**src/rtl/rtc_pkg.sv**
```systemverilog
package rtc_pkg;
    typedef enum logic [0:0] {
        ST_RUN  = 1'b0,
        ST_HALT = 1'b1
    } rtc_state_e;
endpackage

```
**src/rtl/rtc_ratio_regs.sv**
```systemverilog
module rtc_ratio_regs #(
    parameter int AW = 8,
    parameter int DW = 32,
    parameter int FW = 12,
    parameter logic [AW-1:0] NUM_OFS = 8'h10,
    parameter logic [AW-1:0] DEN_OFS = 8'h14,
    parameter int RST_NUM = 4,
    parameter int RST_DEN = 25
) (
    input  logic          clk,
    input  logic          rst_n,
    input  logic          wr_en,
    input  logic [AW-1:0] wr_addr,
    input  logic [DW-1:0] wr_data,
    input  logic [AW-1:0] rd_addr,
    output logic [DW-1:0] rd_data_o,
    output logic          commit_o,
    output logic [FW-1:0] nxt_num_o,
    output logic [FW-1:0] nxt_den_o
);
    localparam int HW = DW - FW;

    logic [HW-1:0] num_hi_q, den_hi_q;
    logic [FW-1:0] num_sh_q, den_sh_q;
    logic [FW-1:0] num_act_q, den_act_q;
    logic          pend_q;
    logic          hit_num, hit_den;

    assign hit_num = wr_en && (wr_addr == NUM_OFS);
    assign hit_den = wr_en && (wr_addr == DEN_OFS);

    always_ff @(posedge clk or negedge rst_n) begin
        if (!rst_n) begin
            num_hi_q  <= '0;
            den_hi_q  <= '0;
            num_sh_q  <= FW'(RST_NUM);
            den_sh_q  <= FW'(RST_DEN);
            num_act_q <= FW'(RST_NUM);
            den_act_q <= FW'(RST_DEN);
            pend_q    <= 1'b0;
        end else begin
            if (pend_q) begin
                num_act_q <= num_sh_q;
                den_act_q <= den_sh_q;
            end
            if (hit_num) begin
                num_hi_q <= wr_data[DW-1:FW];
                num_sh_q <= wr_data[FW-1:0];
            end
            if (hit_den) begin
                den_hi_q <= wr_data[DW-1:FW];
                den_sh_q <= wr_data[FW-1:0];
            end
            pend_q <= hit_den;
        end
    end

    assign commit_o  = pend_q;
    assign nxt_num_o = pend_q ? num_sh_q : num_act_q;
    assign nxt_den_o = pend_q ? den_sh_q : den_act_q;

    always_comb begin
        if (rd_addr == NUM_OFS)      rd_data_o = {num_hi_q, num_sh_q};
        else if (rd_addr == DEN_OFS) rd_data_o = {den_hi_q, den_sh_q};
        else                         rd_data_o = '0;
    end

    // a denominator write always arms a reload on the next clock
    p_reload_armed_r5: assert property (@(posedge clk) disable iff (!rst_n)
        hit_den |=> commit_o);
endmodule

```
**src/rtl/rtc_frac_accum.sv**
```systemverilog
module rtc_frac_accum #(
    parameter int FW = 12
) (
    input  logic          clk,
    input  logic          rst_n,
    input  logic          step_i,
    input  logic [FW-1:0] num_i,
    input  logic [FW-1:0] den_i,
    output logic          carry_o
);
    logic [FW-1:0] rem_q, base;
    logic [FW:0]   sum, diff;

    always_comb begin
        base    = (rem_q >= den_i) ? (den_i - FW'(1)) : rem_q;
        sum     = {1'b0, base} + {1'b0, num_i};
        diff    = sum - {1'b0, den_i};
        carry_o = step_i && (sum >= {1'b0, den_i});
    end

    always_ff @(posedge clk or negedge rst_n) begin
        if (!rst_n)       rem_q <= '0;
        else if (step_i)  rem_q <= carry_o ? diff[FW-1:0] : sum[FW-1:0];
    end

    // remainder stays below the denominator it was stepped with
    p_rem_below_den_r6: assert property (@(posedge clk) disable iff (!rst_n)
        step_i |=> (rem_q < $past(den_i)));
endmodule

```
**src/rtl/rtc_count.sv**
```systemverilog
module rtc_count #(
    parameter int CW = 64
) (
    input  logic          clk,
    input  logic          rst_n,
    input  logic          inc_i,
    output logic [CW-1:0] count_o
);
    always_ff @(posedge clk or negedge rst_n) begin
        if (!rst_n)     count_o <= '0;
        else if (inc_i) count_o <= count_o + CW'(1);
    end

    // the count moves by 0 or +1 per clock
    p_single_step_r2: assert property (@(posedge clk) disable iff (!rst_n)
        1'b1 |=> (count_o == $past(count_o)) || (count_o == $past(count_o) + CW'(1)));
endmodule

```
**src/rtl/rtc_master.sv**
```systemverilog
module rtc_master #(
    parameter int CW      = 64,
    parameter int FW      = 12,
    parameter int AW      = 8,
    parameter int DW      = 32,
    parameter int RST_NUM = 4,
    parameter int RST_DEN = 25
) (
    input  logic          clk,
    input  logic          rst_n,
    input  logic          wr_en,
    input  logic [AW-1:0] wr_addr,
    input  logic [DW-1:0] wr_data,
    input  logic [AW-1:0] rd_addr,
    output logic [DW-1:0] rd_data,
    output logic [CW-1:0] count_o,
    output logic          cfg_err_o
);
    import rtc_pkg::*;

    rtc_state_e    state_q, state_n;
    logic          commit, ratio_ok, step_en, carry, err_n;
    logic [FW-1:0] nxt_num, nxt_den;

    rtc_ratio_regs #(
        .AW(AW), .DW(DW), .FW(FW),
        .NUM_OFS(AW'(8'h10)), .DEN_OFS(AW'(8'h14)),
        .RST_NUM(RST_NUM), .RST_DEN(RST_DEN)
    ) u_regs (
        .clk(clk), .rst_n(rst_n),
        .wr_en(wr_en), .wr_addr(wr_addr), .wr_data(wr_data),
        .rd_addr(rd_addr), .rd_data_o(rd_data),
        .commit_o(commit), .nxt_num_o(nxt_num), .nxt_den_o(nxt_den)
    );

    rtc_frac_accum #(.FW(FW)) u_accum (
        .clk(clk), .rst_n(rst_n), .step_i(step_en),
        .num_i(nxt_num), .den_i(nxt_den), .carry_o(carry)
    );

    rtc_count #(.CW(CW)) u_count (
        .clk(clk), .rst_n(rst_n), .inc_i(carry), .count_o(count_o)
    );

    assign ratio_ok = (nxt_den != '0) && (nxt_num < nxt_den);

    always_ff @(posedge clk or negedge rst_n) begin
        if (!rst_n) begin
            state_q   <= ST_RUN;
            cfg_err_o <= 1'b0;
        end else begin
            state_q   <= state_n;
            cfg_err_o <= err_n;
        end
    end

    always_comb begin
        state_n = state_q;
        err_n   = cfg_err_o;
        step_en = 1'b0;
        unique case (state_q)
            ST_RUN: begin
                if (commit && !ratio_ok) begin
                    state_n = ST_HALT;
                    err_n   = 1'b1;
                end else begin
                    step_en = 1'b1;
                end
            end
            ST_HALT: begin
                if (commit && ratio_ok) begin
                    state_n = ST_RUN;
                    step_en = 1'b1;
                end else if (commit) begin
                    err_n = 1'b1;
                end
            end
            default: state_n = ST_RUN;
        endcase
    end

    // count frozen while halted with no reload
    p_hold_in_halt_r7: assert property (@(posedge clk) disable iff (!rst_n)
        (state_q == ST_HALT && !commit) |=> $stable(count_o));
    // error flag is sticky
    p_err_sticky_r7: assert property (@(posedge clk) disable iff (!rst_n)
        cfg_err_o |=> cfg_err_o);
endmodule

```
**config.mk**
```make
export PLATFORM = sky130hd
export DESIGN_NAME = rtc_master
export DESIGN_NICKNAME = d
export VERILOG_FILES = /design/src/rtl/rtc_pkg.sv /design/src/rtl/rtc_ratio_regs.sv /design/src/rtl/rtc_frac_accum.sv /design/src/rtl/rtc_count.sv /design/src/rtl/rtc_master.sv
export SDC_FILE = /design/constraint.sdc
export NUM_CORES = 1
export LEC_CHECK = 0
export BUFFER_PORTS_ARGS = -buffer_cell sky130_fd_sc_hd__buf_4
export CORE_MARGIN = 3
export CORE_UTILIZATION = 40
export DETAILED_ROUTE_END_ITERATION = 12
export MAX_ROUTING_LAYER = met4
export PLACE_DENSITY = 0.63
export SLEW_MARGIN = 10
export SYNTH_ARGS = -nofsm -noshare
export SYNTH_HDL_FRONTEND = slang
export SYNTH_SLANG_ARGS = --single-unit
```
**constraint.sdc**
```tcl
create_clock -name clk -period 7.63 [get_ports clk]
set_clock_uncertainty 0.2 [all_clocks]
set_input_delay 0.763 -clock clk [delete_from_list [all_inputs] [get_ports clk]]
set_output_delay 0.763 -clock clk [all_outputs]
set_load 0.05 [all_outputs]
```
==> flow_summary.ini <==
[clock_network]
cts.path.max_buffers = 2
cts_resized = 0
clk_latency_ps = 430
numClockSinks = 167
postCtsSetupRepairBufs = 0
root_buffer = clkbuf_16
cts_tree = built
cts_inserted_buffers = 17
clk_pin_slew_ps = 70
htree_num_levels = 4
ctsHoldBuffers = 0

[floorplanning]
ioPinCount = 148
die-area_sq_um = 26200
core_sq_um = 23700
core.rowCount = 56
start_util = 0.410
die_w_microns = 162
die_h_microns = 162

[critical_path]
start_kind = flop
crit_type = reg2reg
worst_ep_required_time_ps = 7750
crit_fanout = 65
arrival_ps = 7210
end_kind = flop

[yosys]
synth.area.mux_share = 0.130
synth_seq_cells = 167
syn_avg_cell_area_sq_um = 10.1
syn_inst = 959
synth_top_flop_cell = dfrtp_1
async_reset_ff_frac = 1.00
ys_warn_count = 0
synth-xor-area-share = 0.0811
yosys.area.top_type = dfrtp_1
syn_area_sq_um = 9720
synth_edf_count = 0
synth_compound_area_frac = 0.0569
ys_seq_area_frac = 0.431
syn-num-nets = 1061
synth-simple-area-share = 0.205
synth_top_family_by_area = simple AND/OR/NAND/NOR gates
synthDistinctLibCells = 60
synth_area_leaders = dfrtp_1 (41%), mux2_2 (7.2%), ha_1 (6.3%), xor2_1 (5.9%), mux2i_1 (5.8%)
synth_top_area_share = 0.409
synth_adder_area_share = 0.0672

[timing]
holdWs_ps = 186
worstMarginPinSlew_ps = 970
setup_viol = 0
post-route-min-period_ps = 7090
tns_ps = 0
fmax_mhz = 141
max_slew_margin = 0.354
grt_setup_unrepaired = no
hold_viol_final = 0
period_share = 0.929
slew_violations = 0

[drt]
wl_per_cell_microns = 16.8
drt_wl_total_mm = 24.0
via_per_inst = 5.30
drtIter0Drc = 400
ant_nets = 0
firstDrtPassIters = 4
drc_errors = 0
num_vias = 7586

[grt]
grt_first_pass_wirelength_mm = 39.8
grt_max_degree = 91
grt.total_usage = 0.191
grt_pass1_vias = 7597
grt_overflow = 0
grt_antenna_before_repair = 0

[cells_and_area]
syn_to_final_growth_pct = 21.9
utilization = 0.500
nNetsFinal = 1201
seq_area_sq_um = 4190
fillers = 2190
drive_gt1_frac = 0.263
multiInputGateArea_sq_um = 5270
antenna_cells = 0

[placed_design]
dpl.hpwl_mm = 16.7
io_buffers = 147
gp_congestion = 0.820

[worst_hold_path]
worstHoldPathType = in2async

[power]
powerDensity_nw_per_um2 = 209
p_leak_nw = 5.99
ir_drop_v = 0.000202

[job]
drv_cap = 0

[outcome]
outcome = complete, no violations
## power by group
part           total (W)  leakage [nW]  internal [W]  switching, W
combinational   0.000562          3.47      0.000207      0.000355
clock           0.000912         0.301      0.000527      0.000386
sequential      0.000998          2.22      0.000943     0.0000549
## stage by stage
stage | power [W] | std cells | instance area, sq um | setup slack, ps
floorplan | 0.00139 | 959 | 9720 | 314
CTS | 0.00250 | 1431 | 11800 | 585
global placement | 0.00157 | 1399 | 11200 | 752
global route | 0.00260 | 1431 | 11800 | 51.5
finish | 0.00247 | 1431 | 11800 | 545
detailed placement | 0.00157 | 1399 | 11200 | 589
## layer usage
layer / wire length [microns] / vias up / share of wire / track usage
li1: - / 3695 / - / -
met1: 11900 / 3696 / 0.50 / 0.269
met2: 10800 / 174 / 0.45 / 0.289
met3: 997 / 21 / 0.041 / 0.0314
met4: 314 / 0 / 0.013 / 0.0465
met5: 0 / - / 0 / -
## cell usage in the layout, fill, tap and decap left out, types with 3 or more instances in the layout
cell,instances
a211oi_1,5
a21o_1,17
a21oi_1,23
and2_1,6
and3_1,15
and3_2,3
buf_4,165
bufinv_16,3
clkbuf_16,17
clkinv_4,3
dfrtp_1,159
dfstp_2,8
ha_1,49
inv_1,26
inv_6,3
inv_8,3
mux2_2,62
mux2i_1,56
nand2_1,127
nand2b_1,6
nand3_1,31
nand4_1,33
nor2_1,52
nor3_1,37
nor3b_1,5
nor4_1,30
nor4_2,7
o21ai_0,11
o21ai_1,4
o21bai_1,3
or3_1,4
xnor2_1,25
xor2_1,65
## cell families after synthesis
family / after synthesis
AO/OA/AOI/OAI: 84
adder cells (fa/ha/maj): 51
XOR/XNOR: 90
AND/OR/NAND/NOR: 377
buffers and inverters: 72
flip-flops: 167
multiplexers: 118
## cell usage after synthesis, types with 6 or more instances
cell type    n
nand2b_1     6
mux2_2      62
nor3_1      37
a21oi_1     23
dfrtp_1    159
nand3_1     31
and3_1      15
nand4_1     33
nor4_2       7
buf_2        9
xor2_1      65
nand2_1    127
nor2_1      53
mux2i_1     56
xnor2_1     25
inv_1       26
buf_1        8
and2_1       6
a21o_1      17
dfstp_2      8
clkbuf_1    29
ha_1        49
nor4_1      30
o21ai_0     11
## final timing paths
kind                                    startpoint                  end  slack, ps  cells past startpoint
worst max-delay path               u_regs.commit_o   u_count.count_o[1]        540                     27
worst min-delay path                         rst_n  u_regs.num_hi_q[19]        190                      1
worst max register to register     u_regs.commit_o   u_count.count_o[1]        540                     27
worst min register to register  u_regs.den_hi_q[1]   u_regs.den_hi_q[1]        280                      2
max in group asynchronous                    rst_n     u_accum.rem_q[9]       5480                      2
min in group clk                u_regs.den_hi_q[1]   u_regs.den_hi_q[1]        280                      2
## state kept, by name, indices dropped and copies added, names as in the netlist, named ones only
signal / cells
cfg_err_o: 1
u_accum.rem_q: 12
u_count.count_o: 64
u_regs.commit_o: 1
u_regs.den_act_q: 12
u_regs.den_hi_q: 20
u_regs.den_sh_q: 12
u_regs.num_act_q: 12
u_regs.num_hi_q: 20
u_regs.num_sh_q: 12
## area by class of cell
cell class,instances,area share
Clock buffer,18,0.0362
Sequential cell,167,0.354
Tap cell,319,0.0337
Inverter,26,0.00824
Clock inverter,14,0.0159
Timing Repair Buffer,167,0.107
Multi-Input combinational cell,720,0.445
## critical path, cell delays in order, from the launching register on
cell and delay [ps]:
dfrtp_1 380, buf_4 260, mux2i_1 320, inv_1 150, ha_1 300, nand2b_1 90
a21o_1 100, a21o_1 110, a211oi_1 60, o31ai_1 320, a21o_1 470, mux2_2 390
ha_1 350, and3_1 170, a2111oi_0 470, buf_4 210, a21oi_1 80, nor3b_1 240
xnor2_1 180, ha_1 330, nand3_1 160, nor4_1 70, a2111oi_0 280, o21a_1 230
o211a_4 280, buf_12 320, nor2_1 120, mux2_2 310
Power figures use the tool's default switching activity.
